## src/rtl/gf2m_mul_pkg.sv

```systemverilog
package gf2m_mul_pkg;

  localparam int unsigned K163_M = 163;

  localparam logic [K163_M:0] K163_POLY =
    (164'd1 << 163) | (164'd1 << 7) | (164'd1 << 6) | (164'd1 << 3) | 164'd1;

  typedef enum logic {
    ST_IDLE = 1'b0,
    ST_RUN  = 1'b1
  } run_state_e;

endpackage

```

## src/rtl/gf2m_mul_ctrl.sv

```systemverilog
module gf2m_mul_ctrl #(
  parameter int unsigned M = 163
) (
  input  logic clk,
  input  logic rst,
  input  logic start,
  output logic load,
  output logic step_en,
  output logic last,
  output logic busy
);
  import gf2m_mul_pkg::*;

  localparam int unsigned CW = $clog2(M + 1);

  run_state_e    state_q;
  logic [CW-1:0] cnt_q;

  assign load    = (state_q == ST_IDLE) && start;
  assign step_en = (state_q == ST_RUN);
  assign last    = step_en && (cnt_q == CW'(0));
  assign busy    = step_en;

  always_ff @(posedge clk) begin
    if (rst) begin
      state_q <= ST_IDLE;
      cnt_q   <= '0;
    end else begin
      case (state_q)
        ST_IDLE: begin
          if (start) begin
            state_q <= ST_RUN;
            cnt_q   <= CW'(M - 1);
          end
        end
        default: begin
          if (cnt_q == CW'(0)) state_q <= ST_IDLE;
          else                 cnt_q   <= cnt_q - CW'(1);
        end
      endcase
    end
  end

  // Independent run-length counter used only by the checks below
  logic [CW-1:0] run_len_q;
  always_ff @(posedge clk) begin
    if (rst)          run_len_q <= '0;
    else if (load)    run_len_q <= '0;
    else if (step_en) run_len_q <= run_len_q + CW'(1);
  end

  AST_RUN_LENGTH: assert property (@(posedge clk) disable iff (rst) last |-> (run_len_q == CW'(M - 1)));
  AST_RUN_ENTERED: assert property (@(posedge clk) disable iff (rst) load |=> busy);

endmodule

```

## src/rtl/gf2m_mul_step.sv

```systemverilog
module gf2m_mul_step #(
  parameter int unsigned   M    = 163,
  parameter logic [M:0]    POLY = gf2m_mul_pkg::K163_POLY
) (
  input  logic [M:0]   acc,
  input  logic [M-1:0] mcand,
  input  logic         mbit,
  output logic [M:0]   acc_nxt
);
  logic [M:0] dbl;
  logic [M:0] sum;

  assign dbl = {acc[M-1:0], 1'b0};

  generate
    for (genvar i = 0; i <= M; i++) begin : g_bit
      if (i < M) begin : g_low
        assign sum[i] = dbl[i] ^ (mbit & mcand[i]);
      end else begin : g_top
        assign sum[i] = dbl[i];
      end
      assign acc_nxt[i] = sum[i] ^ (sum[M] & POLY[i]);
    end
  endgenerate

endmodule

```

## src/rtl/gf2m_mul_datapath.sv

```systemverilog
module gf2m_mul_datapath #(
  parameter int unsigned   M    = 163,
  parameter logic [M:0]    POLY = gf2m_mul_pkg::K163_POLY
) (
  input  logic         clk,
  input  logic         rst,
  input  logic         load,
  input  logic         step_en,
  input  logic [M-1:0] op_a,
  input  logic [M-1:0] op_b,
  output logic [M:0]   acc_nxt
);
  logic [M-1:0] mcand_q;
  logic [M-1:0] mplier_q;
  logic [M:0]   acc_q;

  gf2m_mul_step #(.M(M), .POLY(POLY)) u_step (
    .acc     (acc_q),
    .mcand   (mcand_q),
    .mbit    (mplier_q[M-1]),
    .acc_nxt (acc_nxt)
  );

  always_ff @(posedge clk) begin
    if (rst) begin
      mcand_q  <= '0;
      mplier_q <= '0;
      acc_q    <= '0;
    end else if (load) begin
      mcand_q  <= op_a;
      mplier_q <= op_b;
      acc_q    <= '0;
    end else if (step_en) begin
      mplier_q <= {mplier_q[M-2:0], 1'b0};
      acc_q    <= acc_nxt;
    end
  end

endmodule

```

## src/rtl/gf2m_serial_mul.sv

```systemverilog
module gf2m_serial_mul #(
  parameter int unsigned   M    = gf2m_mul_pkg::K163_M,
  parameter logic [M:0]    POLY = gf2m_mul_pkg::K163_POLY
) (
  input  logic         clk,
  input  logic         rst,
  input  logic         start,
  input  logic [M-1:0] op_a,
  input  logic [M-1:0] op_b,
  output logic         busy,
  output logic         done,
  output logic [M-1:0] result
);
  logic       load;
  logic       step_en;
  logic       last;
  logic [M:0] acc_nxt;

  gf2m_mul_ctrl #(.M(M)) u_ctrl (
    .clk     (clk),
    .rst     (rst),
    .start   (start),
    .load    (load),
    .step_en (step_en),
    .last    (last),
    .busy    (busy)
  );

  gf2m_mul_datapath #(.M(M), .POLY(POLY)) u_dp (
    .clk     (clk),
    .rst     (rst),
    .load    (load),
    .step_en (step_en),
    .op_a    (op_a),
    .op_b    (op_b),
    .acc_nxt (acc_nxt)
  );

  always_ff @(posedge clk) begin
    if (rst) begin
      done   <= 1'b0;
      result <= '0;
    end else begin
      done <= last;
      if (last) result <= acc_nxt[M-1:0];
    end
  end

  AST_DONE_PULSE: assert property (@(posedge clk) disable iff (rst) done |=> !done);
  AST_RESULT_HOLD: assert property (@(posedge clk) disable iff (rst) !done |-> $stable(result));
  AST_DONE_IDLE: assert property (@(posedge clk) disable iff (rst) done |-> !busy);
  AST_BUSY_HOLDS: assert property (@(posedge clk) disable iff (rst) (busy && !last) |=> busy);

endmodule

```

## config.mk

```make
export PLATFORM = sky130hd
export DESIGN_NAME = gf2m_serial_mul
export DESIGN_NICKNAME = d
export VERILOG_FILES = /design/src/rtl/gf2m_mul_pkg.sv /design/src/rtl/gf2m_mul_ctrl.sv /design/src/rtl/gf2m_mul_step.sv /design/src/rtl/gf2m_mul_datapath.sv /design/src/rtl/gf2m_serial_mul.sv
export SDC_FILE = /design/constraint.sdc
export NUM_CORES = 1
export LEC_CHECK = 0
export BUFFER_PORTS_ARGS = -buffer_cell sky130_fd_sc_hd__buf_2
export CAP_MARGIN = 30
export CORE_UTILIZATION = 52
export CTS_BUF_LIST = sky130_fd_sc_hd__clkbuf_8
export CTS_CLUSTER_DIAMETER = 200
export DETAILED_ROUTE_END_ITERATION = 10
export GPL_TIMING_DRIVEN = 0
export PLACE_DENSITY = 0.83
export SLEW_MARGIN = 40
export SYNTH_ARGS = -nofsm -noshare
export SYNTH_HDL_FRONTEND = slang
export SYNTH_SLANG_ARGS = --single-unit
```

## constraint.sdc

```tcl
create_clock -name clk -period 2.1 [get_ports clk]
set_clock_uncertainty 0.15 [all_clocks]
set_input_delay 0 -clock clk [delete_from_list [all_inputs] [get_ports clk]]
set_output_delay 0 -clock clk [all_outputs]
set_load 0.01 [all_outputs]
```

* Word-level counts from Yosys, hierarchy flattened
Cells that the tools add are included.
** Storage, ports and cells
- Register bits :: 662
- Bits in latches :: 0
- Bits in writable memories :: 0
- Memory bits (read-only) :: 0
- Bits of input ports :: 329
- Memories kept :: 0
** Cells by class
- Add/sub/neg operators :: 1
- Multipliers :: 0
- Div/mod/pow operators :: 0
- Order comparisons :: 0
- Equal/unequal tests :: 1
- Shift-type cells :: 0
- Mux-type cells :: 8
- Bitwise operators :: 330
- Reduce and logical (&&, ||, !) cells :: 7
** Operators with widths (count)
- $mux 163 :: 2
- $xor 1x1->1 :: 166
- $and 1x1->1 :: 163
- $mux 8 :: 3
- $logic_not 8->1 :: 1
- $sub 8x1->8 const B :: 1
- $reduce_bool 2->1 :: 2
- $mux 1 :: 3
- $logic_and 1x1->1 :: 2
- $ne 2x2->1 const B :: 1
- $reduce_and 2->1 :: 1
- $reduce_or 2->1 :: 1
- $not 1->1 :: 1

* Logic depth before layout (Yosys ltp)
Gate-level depths: netlist (run 1).
- Word-level depth :: 3
- Mapped depth :: 9
- Depth with buffers taken out :: 6

* Modules after synthesis
Synthesis (run 1) repeated with hierarchy kept, for this count alone.
** Unflattened totals
- Cells, all modules :: 2709
- Area total of the unflattened synthesis :: 27697.8 um^2
** Modules (own cells, without submodules)
- gf2m_mul_datapath :: instances 1, cells an instance 1780, area each 19135.9 um^2, sequential area each 9809.4 um^2
- gf2m_serial_mul :: instances 1, cells an instance 527, area each 5809.3 um^2, sequential area each 3283.1 um^2
- gf2m_mul_step :: instances 1, cells an instance 349, area each 2244.7 um^2, sequential area each 0.0 um^2
- gf2m_mul_ctrl :: instances 1, cells an instance 53, area each 508.0 um^2, sequential area each 180.2 um^2

* Least setup slack after synthesis (run 1)
OpenSTA, ideal clock, no wires.
- Path kind :: reg2reg
- Start :: register u_ctrl.cnt_q[3]
- End :: register result[102]
- Setup time :: 0.146 ns
- Arrival :: 1.673 ns
- Required time :: 1.804 ns
- Setup slack :: 0.130 ns
- Stages on the path, launching flop included :: 7
- Buffers on the path :: 3
- Period minus slack after synthesis :: 1.970 ns
- Path through :: dfxtp_1 > or4_4 > nor3_1 > buf_4 > buf_2 > buf_4 > a211oi_2
** On the way
- Longest elaborated chain between the ends :: 2
** Ends and longest elaborated chain
- from (decl) :: line gf2m_mul_ctrl.sv:17 : logic [CW-1:0] cnt_q;
- from (signal assigned) :: line gf2m_mul_ctrl.sv:33 : cnt_q <= CW'(M - 1);
- from (signal assigned) :: line gf2m_mul_ctrl.sv:38 : else cnt_q <= cnt_q - CW'(1);
- $logic_not 8->1 :: line gf2m_mul_ctrl.sv:21 : assign last = step_en && (cnt_q == CW'(0));
- $logic_and 1x1->1 :: line gf2m_mul_ctrl.sv:21
- to (signal assigned) :: line gf2m_serial_mul.sv:45 : if (last) result <= acc_nxt[M-1:0];
- to (decl) :: line gf2m_serial_mul.sv:12 : output logic [M-1:0] result
No other way between the ends.
A chain may end at the register's enable or synchronous reset.

* Worst setup path after layout (run 1)
- Start :: input start
- End :: register u_dp.mplier_q[80]
** On the way
- Longest elaborated chain between the ends :: 2
- Elaborated cells on any way between the ends :: 3
** Ends and longest elaborated chain
- from (decl) :: line gf2m_serial_mul.sv:7 : input logic start,
- $logic_and 1x1->1 (*) :: line gf2m_mul_ctrl.sv:19 : assign load = (state_q == ST_IDLE) && start;
- $mux 163 / $reduce_bool 2->1 (equally long branches)
- to (signal assigned) :: line gf2m_mul_datapath.sv:31 : mplier_q <= op_b;
- to (signal assigned) :: line gf2m_mul_datapath.sv:34 : mplier_q <= {mplier_q[M-2:0], 1'b0};
- to (decl) :: line gf2m_mul_datapath.sv:14 : logic [M-1:0] mplier_q;
Every way passes the cells marked *; elsewhere a longest branch is shown, timed or not.

==> summary.txt, run 1 <==
status -> finished, violations left
failing checks -> setup timing
drc violations -> 0
global-route wire length before repair -> 169000 µm
final setup margin -> -0.661 ns
post-synth net total -> 3418
RR Startpoint -> u_ctrl.busy
peak supply drop -> 0.752 mV
number of CTS-inserted buffers -> 105
DR pass1 iterations -> 6
vias in the first global route -> 30028
Post-synth EDFFs -> 0
startpoint types -> primary input
Min-Delay Startpoint -> op_b[133]
largest net degree at the start of global routing -> 15
Worst Hold Class -> primary input to flip-flop
Mapped Area -> 26500 µm²
Hold Fails Final Rpt -> 0
ys async rst share -> 0%
Tot Pwr -> 32.8 mW
slowest library cell on the worst path -> mux2i_1
hold slack -> 0.0590 ns
WL met2 -> 50300 µm
CORE AREA -> 50300 µm²
Layout Nets -> 4533
area share of the largest cell type after synthesis -> 49.9%
CTS tree -> done
Largest delay share family, worst path -> buffers and inverters
critical path depth -> 8
initial core utilization -> 52.8%
Final GP Congestion -> 0.897
DP Worst Slack -> -0.951 ns
WL final -> 115000 µm
pwr dens -> 860 nW/µm²
met3 wire len -> 13800 µm
Avg WL per Cell -> 23.0 µm
warnings from Yosys -> 0
Layout Cells excl Fill -> 4988
arrival time at the worst endpoint -> 3.20 ns
GR Util All Layers -> 41.6%
count of final setup violators -> 58
CP Max Fanout -> 10
antenna violations before repair -> 32
count leader, synth -> dfxtp_1
MaxCap Viol Count -> 0
headroom to the max-slew limit -> 41.1%
Post-synth top flop -> dfxtp_1
Syn Inst Count -> 3087
post-synthesis area per instance -> 8.60 µm²
FF-to-FF path depth -> 5
Yosys reg bits -> 662
top sig layer -> met5
die area -> 52000 µm²
Die H -> 228 µm
GR Overflow Total -> 0
clk buf depth -> 3
fin crit share -> 131%
clk slew on worst S/H paths -> 0.08 ns
area leader, netlist -> dfxtp_1
Worst EP required -> 2.54 ns
worst flop-to-flop path endpoint -> u_dp.mplier_q[33]
Lkg Pwr -> 15.9 nW
maximum clock rate -> 362 MHz
fraction of layout cells with a size suffix above 1 -> 22.2%
site row count -> 82
crit-path max cell delay -> 0.77 ns
Final Critical Period -> 2.76 ns
Port Buffers -> 491
vias per cell -> 6.02
vias after detailed routing -> 30009
unrepaired setup endpoints after global routing -> true
Least-Margin Pin Slew -> 0.859 ns
DR iter-0 viols -> 3567
H-tree levels -> 3
Seq/Total Area, Yosys -> 49.9%
cells along the critical path -> dlygate4sd3_1 -> clkbuf_1 -> clkbuf_2 -> buf_2 -> mux2i_1 -> nor2_1 -> a21oi_1 -> nor2_1
DIE WIDTH -> 228 µm
HPWL after detailed placement -> 54500 µm
FF-to-FF setup slack -> -0.08 ns
most used cell, CP -> nor2_1
Slew Viols, Final -> 0
Area Growth Syn to Fin -> 43.5%
M1 WL -> 39200 µm
critical path class -> primary input to flip-flop
CP endpoint kind -> flip-flop
clock sinks -> 662
most frequent cells after synthesis -> dfxtp_1, nor2_1, nand2_1, a21oi_1, a211oi_1
Hold Path Stages -> 6
hold-critical path endpoint -> u_dp.mplier_q[133]
Detail Route Antenna Nets -> 0
I/O pin cnt -> 494
ranking of synthesized cells by area -> dfxtp_1, nor2_1, nand2_1
Root Driver -> clkbuf_8
placed instance count -> 4250
latest clock arrival within the worst-skew pair -> 0.71 ns
Distinct cells, synth -> 35
WP buf/inv -> 4
-- worst max-delay path by stage --
stage                     from                end  slack (ns)
3_3_place_gp       u_ctrl.busy    u_dp.acc_q[155]       -1.16
4_1_cts        u_ctrl.cnt_q[6]         result[31]     -0.0003
5_1_grt                  start  u_dp.mplier_q[80]       -0.65
2_1_floorplan  u_ctrl.cnt_q[3]        result[102]        0.13
3_5_place_dp       u_ctrl.busy     u_dp.acc_q[88]       -0.95
6_report                 start  u_dp.mplier_q[80]       -0.66
-- registers in the layout (all words and copies together), names as in the netlist --
signal,cells
result,163
u_dp.acc_q,163
done,1
u_ctrl.busy,1
u_dp.mcand_q,163
u_ctrl.cnt_q,8
u_dp.mplier_q,163
-- power by group --
part	switching [mW]	total [mW]	internal, mW
Combinational	3.92	6.63	2.71
Clock	5.59	11.8	6.21
Sequential	0.770	14.4	13.6
-- cell usage in the layout (no fill, tap or decap), types with 3 or more instances in the layout --
master,Yosys,layout
dfxtp_1,662,660
nor2_1,652,632
buf_2,32,508
dlygate4sd3_1,0,505
nand2_1,495,495
a21oi_1,332,331
a211oi_1,235,207
mux2i_1,166,166
xor2_1,165,165
clkbuf_8,0,141
a211oi_2,86,114
clkbuf_1,201,107
clkbuf_2,0,83
inv_1,2,34
diode_2,0,28
buf_8,0,17
nor2_2,0,17
buf_6,10,14
clkinv_2,0,13
clkbuf_16,0,8
buf_4,10,7
buf_12,0,7
clkbuf_4,0,6
xnor2_1,5,5
nor3_1,5,4
nor2_4,0,3
clkinvlp_4,0,3
-- layout make-up --
cell class | instances | area (µm²)
Multi-Input combinational cell | 2165 | 12400
Timing Repair Buffer | 1012 | 7820
Clock buffer | 140 | 1930
Buffer | 254 | 1490
Clock inverter | 53 | 299
Fill cell | 2937 | 12200
Antenna cell | 28 | 70.1
Inverter | 2 | 7.51
Tap cell | 672 | 841
Sequential cell | 662 | 13300
-- worst min-delay path, stage by stage --
cell and delay, ns:
dlygate4sd3_1 0.52, buf_2 0.10, mux2i_1 0.06, nor2_1 0.09, a21oi_1 0.05, nor2_1 0.07
-- per-stage QoR --
| step | instance area, µm² | setup TNS, ns | utilization, % |
|---|---|---|---|
| 2_1_floorplan | 26500 | 0 | - |
| 3_3_place_gp | 29800 | -448.18 | 59.4 |
| 3_5_place_dp | 29900 | -355.32 | 59.4 |
| 4_1_cts | 37400 | -0.000272 | 74.4 |
| 5_1_grt | 38100 | -12.22 | 75.7 |
| 6_report | 38100 | -2.85 | 75.8 |
-- repair_timing --
item,in CTS,in global routing
buffers inserted,3,3
pin swaps,2,73
gates resized for setup,91,189
hold buffers,505,0
endpoints found under the setup margin,654,447
hold endpoints to repair,329,0
gates cloned,2,8
-- routing by layer --
metal | track usage, % | up-vias
met5 | 0.827 | -
li1 | - | 12636
met1 | 45.4 | 13812
met2 | 65.1 | 2513
met3 | 15.9 | 1028
met4 | 32.6 | 20
-- kinds of logic after synthesis --
logic type,share of synthesized area [%]
adders and majority gates,0.0942
buffers and inverters,4.25
xor gates and xnor gates,5.61
DFF,49.9
muxes,6.26
AOI/OAI and AO/OA,17.2
and+or+nand+nor,16.7
Note: power is estimated with default switching activity, not from simulation.
==> inputs of run 2 (changes only) <==
Settings changed: CORE_UTILIZATION 52 to 60, PLACE_DENSITY 0.83 to 0.9.
Clock period 2.1 ns to 3.43 ns, I/O delays scaled along.
==> run 2 against run 1 <==
The flow now stops in 5_1_grt. Synthesized area is the same. Synthesized cell count is the same.
==> summary.txt, run 2 <==
DIE WIDTH -> 212 µm (was 228 µm)
Root Driver -> clkbuf_8 (unchanged)
Syn Inst Count -> 3087 (unchanged)
I/O pin cnt -> 494 (unchanged)
setup bufs post-CTS -> 0 (was 3)
Synth Area in Compound Gates -> 17.2% (unchanged)
ys async rst share -> 0% (unchanged)
GR Util All Layers -> 58.5%
Die H -> 212 µm (was 228 µm)
Stopped at -> 5_1_grt
post-synthesis area per instance -> 8.60 µm² (unchanged)
Post-synth EDFFs -> 0 (unchanged)
number of CTS-inserted buffers -> 103 (was 105)
CTS resizes -> 0 (was 91)
post-synthesis mux area share -> 6.26% (unchanged)
H-tree levels -> 3 (unchanged)
initial core utilization -> 61.2% (was 52.8%)
Port Buffers -> 491 (unchanged)
status -> aborted with a tool error (was finished, violations left)
hold_buf cts -> 490 (was 505)
clock sinks -> 662 (unchanged)
post-synth net total -> 3418 (unchanged)
count leader, synth -> dfxtp_1 (unchanged)
area share of the largest cell type after synthesis -> 49.9% (unchanged)
GR Overflow Total -> 3
largest net degree at the start of global routing -> 14
Synth Area in XOR/XNOR -> 5.61% (unchanged)
Final GP Congestion -> 0.916 (was 0.897)
most frequent cells after synthesis -> dfxtp_1, nor2_1, nand2_1, a21oi_1, a211oi_1 (unchanged)
HPWL after detailed placement -> 54900 µm (was 54500 µm)
Mapped Area -> 26500 µm² (unchanged)
area leader, netlist -> dfxtp_1 (unchanged)
simple-gate portion of the synthesized area -> 16.7% (unchanged)
Yosys reg bits -> 662 (unchanged)
vias in the first global route -> 33527
clk buf depth -> 3 (unchanged)
site row count -> 76 (was 82)
placed instance count -> 4163 (was 4250)
main combinational cell family by area after synthesis -> compound AO/OA/AOI/OAI gates (unchanged)
warnings from Yosys -> 0 (unchanged)
Synth Area in Adders -> 0.0943% (unchanged)
Seq/Total Area, Yosys -> 49.9% (unchanged)
global-route wire length before repair -> 195000 µm
ranking of synthesized cells by area -> dfxtp_1, nor2_1, nand2_1 (unchanged)
Post-synth top flop -> dfxtp_1 (unchanged)
tool error -> [ERROR GRT-0116] Global routing finished with congestion. Check the congestion regions in the DRC Viewer.
Distinct cells, synth -> 35 (unchanged)
[run 2: layer usage]
layer,GRT overflow,GRT usage [%]
met5,0,7.34
met4,2,56.3
met3,1,38.8
met2,0,80.3
met1,0,58.0
[run 2: stage by stage]
step | instance area [µm²] | setup WS [ns] | hold WS [ns] | util, %
after floorplan | 26500 | 1.46 | -0.0140 | -
after global placement | 29700 | 0.261 | 0.0937 | 68.6
after detailed placement | 29700 | 0.405 | 0.0955 | 68.6
after CTS | 36600 | 0.378 | 0.000705 | 84.3
[run 2: kinds of logic after synthesis]
| group | Yosys count |
|---|---|
| simple gates | 1166 |
| flops | 662 |
| compound gates | 661 |
| buf+inv | 260 |
| xor+xnor | 170 |
| mux | 166 |
| fa+ha+maj | 2 |
==> inputs of run 3 (changes only) <==
Settings changed: CORE_UTILIZATION 60 to 40, CTS_BUF_LIST sky130_fd_sc_hd__clkbuf_8 to default, CTS_CLUSTER_DIAMETER 200 to default, PLACE_DENSITY 0.9 to default, PLACE_DENSITY_LB_ADDON from default to 0.15.
==> run 3 against run 2 <==
The flow now finishes without violations.
==> summary.txt, run 3 (synthesis gave the netlist of run 1 again) <==
Worst EP required -> 3.81 ns
CP endpoint kind -> flip-flop
sw frac -> 27.7%
status -> complete, no violations (was aborted with a tool error)
GR Overflow Total -> 0
most frequent cells in the layout -> dfxtp_1, nor2_1, buf_2
vias per cell -> 4.91
fin area -> 36200 µm²
CP Max Fanout -> 10
headroom to the max-slew limit -> 46.9%
Sw Pwr -> 5.57 mW
WL final -> 84100 µm
vias in the first global route -> 24099
met2 Use GR -> 40.3%
layer with the highest usage -> met2
I/O pin cnt -> 494 (unchanged)
clock sinks -> 662 (unchanged)
met3 GRT Util -> 5.13%
peak supply drop -> 0.554 mV
Setup TNS -> 0 ns
die area -> 67400 µm²
HPWL after detailed placement -> 57700 µm (was 54900 µm)
Lkg Pwr -> 14.7 nW
unrepaired setup endpoints after global routing -> false
MaxCap Viol Count -> 0
dpl cell area -> 30100 µm² (was 29700 µm²)
pwr dens -> 556 nW/µm²
drc violations -> 0
DIE WIDTH -> 260 µm (was 212 µm)
Internal Pwr Total -> 14.5 mW
largest net degree at the start of global routing -> 14
site row count -> 94 (was 76)
antenna violations before repair -> 18
arrival time at the worst endpoint -> 3.06 ns
DR iter-0 viols -> 1302
count of final setup violators -> 0
Layout fillers -> 6129
Area Growth Syn to Fin -> 36.2%
Slew Viols, Final -> 0
Final Critical Period -> 2.67 ns
fin crit share -> 77.9%
clock share of power -> 40.3%
GR Util All Layers -> 24.4%
combinational share of power -> 16.5%
grt met1 use -> 31.1%
Final GP Congestion -> 0.812 (was 0.916)
most common cell after layout, fill and taps aside -> dfxtp_1
Root Driver -> clkbuf_16 (was clkbuf_8)
CORE AREA -> 65700 µm²
Port Buffers -> 491 (unchanged)
Hold Fails Final Rpt -> 0
Die H -> 260 µm (was 212 µm)
latest clock arrival within the worst-skew pair -> 0.62 ns
Detail Route Antenna Nets -> 0
CTS tree -> done
number of CTS-inserted buffers -> 74 (was 103)
Flop pwr share -> 43.2%
clk slew on worst S/H paths -> 0.06 ns
maximum clock rate -> 374 MHz
initial core utilization -> 40.4% (was 61.2%)
vias after detailed routing -> 24259
H-tree levels -> 3 (unchanged)
Layout Nets -> 4339
Least-Margin Pin Slew -> 0.796 ns
Avg WL per Cell -> 17.0 µm
clk buf depth -> 3 (unchanged)
global-route wire length before repair -> 130000 µm
Worst Hold Class -> primary input to flip-flop
startpoint types -> flip-flop
fraction of layout cells with a size suffix above 1 -> 18.6%
DR pass1 iterations -> 6
critical path class -> flip-flop to flip-flop
run 3: cell type report:
cell class	count	area [µm²]	area share, %
timing repair buffer	845	6000	16.6
sequential	662	13300	36.7
buffer	258	1140	3.14
clock inverter	18	263	0.727
tap	864	1080	2.99
multi-input combinational	2165	12200	33.6
antenna	16	40.0	0.111
inverter	2	7.51	0.0208
clock buffer	111	2210	6.12
run 3: worst max-delay path: stages (launching register included):
cell,delay [ns]
dfxtp_1,0.33
clkbuf_1,0.35
clkbuf_2,0.42
clkbuf_1,0.60
clkbuf_1,0.46
a21oi_1,0.16
nor2_1,0.12
run 3: timing repair:
item	4_1_cts	5_1_grt
hold endpoints to repair	326	0
gates resized for setup	0	0
hold buffers	354	0
setup buffers	0	0
run 3: metal layers:
layer / share of wire (%) / up-vias
met5: 0.042 / -
met4: 3.6 / 6
met3: 4.8 / 182
met2: 47 / 561
met1: 45 / 11294
li1: - / 12216
run 3: power by group through the flow:
stage	sequential [mW]	combinational, mW	clock [mW]
6_report	8.68	3.32	8.11
4_1_cts	8.67	3.33	8.28
2_1_floorplan	8.85	1.88	0
3_3_place_gp	8.83	2.96	0
5_1_grt	8.74	3.69	8.63
3_5_place_dp	8.83	2.98	0
run 3: path summary, 6_finish.rpt:
path,start,to,slack [ns],cells after the start
setup / recovery,u_ctrl.busy,u_dp.mplier_q[118],0.76,6
hold / removal,op_a[73],u_dp.mcand_q[73],0.03,4
setup reg to reg,u_ctrl.busy,u_dp.mplier_q[118],0.76,6
hold reg to reg,u_dp.mcand_q[125],u_dp.mcand_q[125],0.30,2
run 3: metrics by stage:
| stage | instances | power [mW] | util [%] | hold slack, ns | setup WS [ns] |
|---|---|---|---|---|---|
| floorplan | 3087 | 10.7 | - | -0.0140 | 1.46 |
| global placement | 4442 | 11.8 | 45.8 | 0.0936 | -0.00796 |
| detailed placement | 4442 | 11.8 | 45.8 | 0.0948 | 0.448 |
| CTS | 4925 | 20.3 | 54.9 | 0.000142 | 0.433 |
| global route | 4938 | 21.1 | 55.0 | 0.0224 | 0.525 |
| finish | 4941 | 20.1 | 55.0 | 0.0322 | 0.756 |
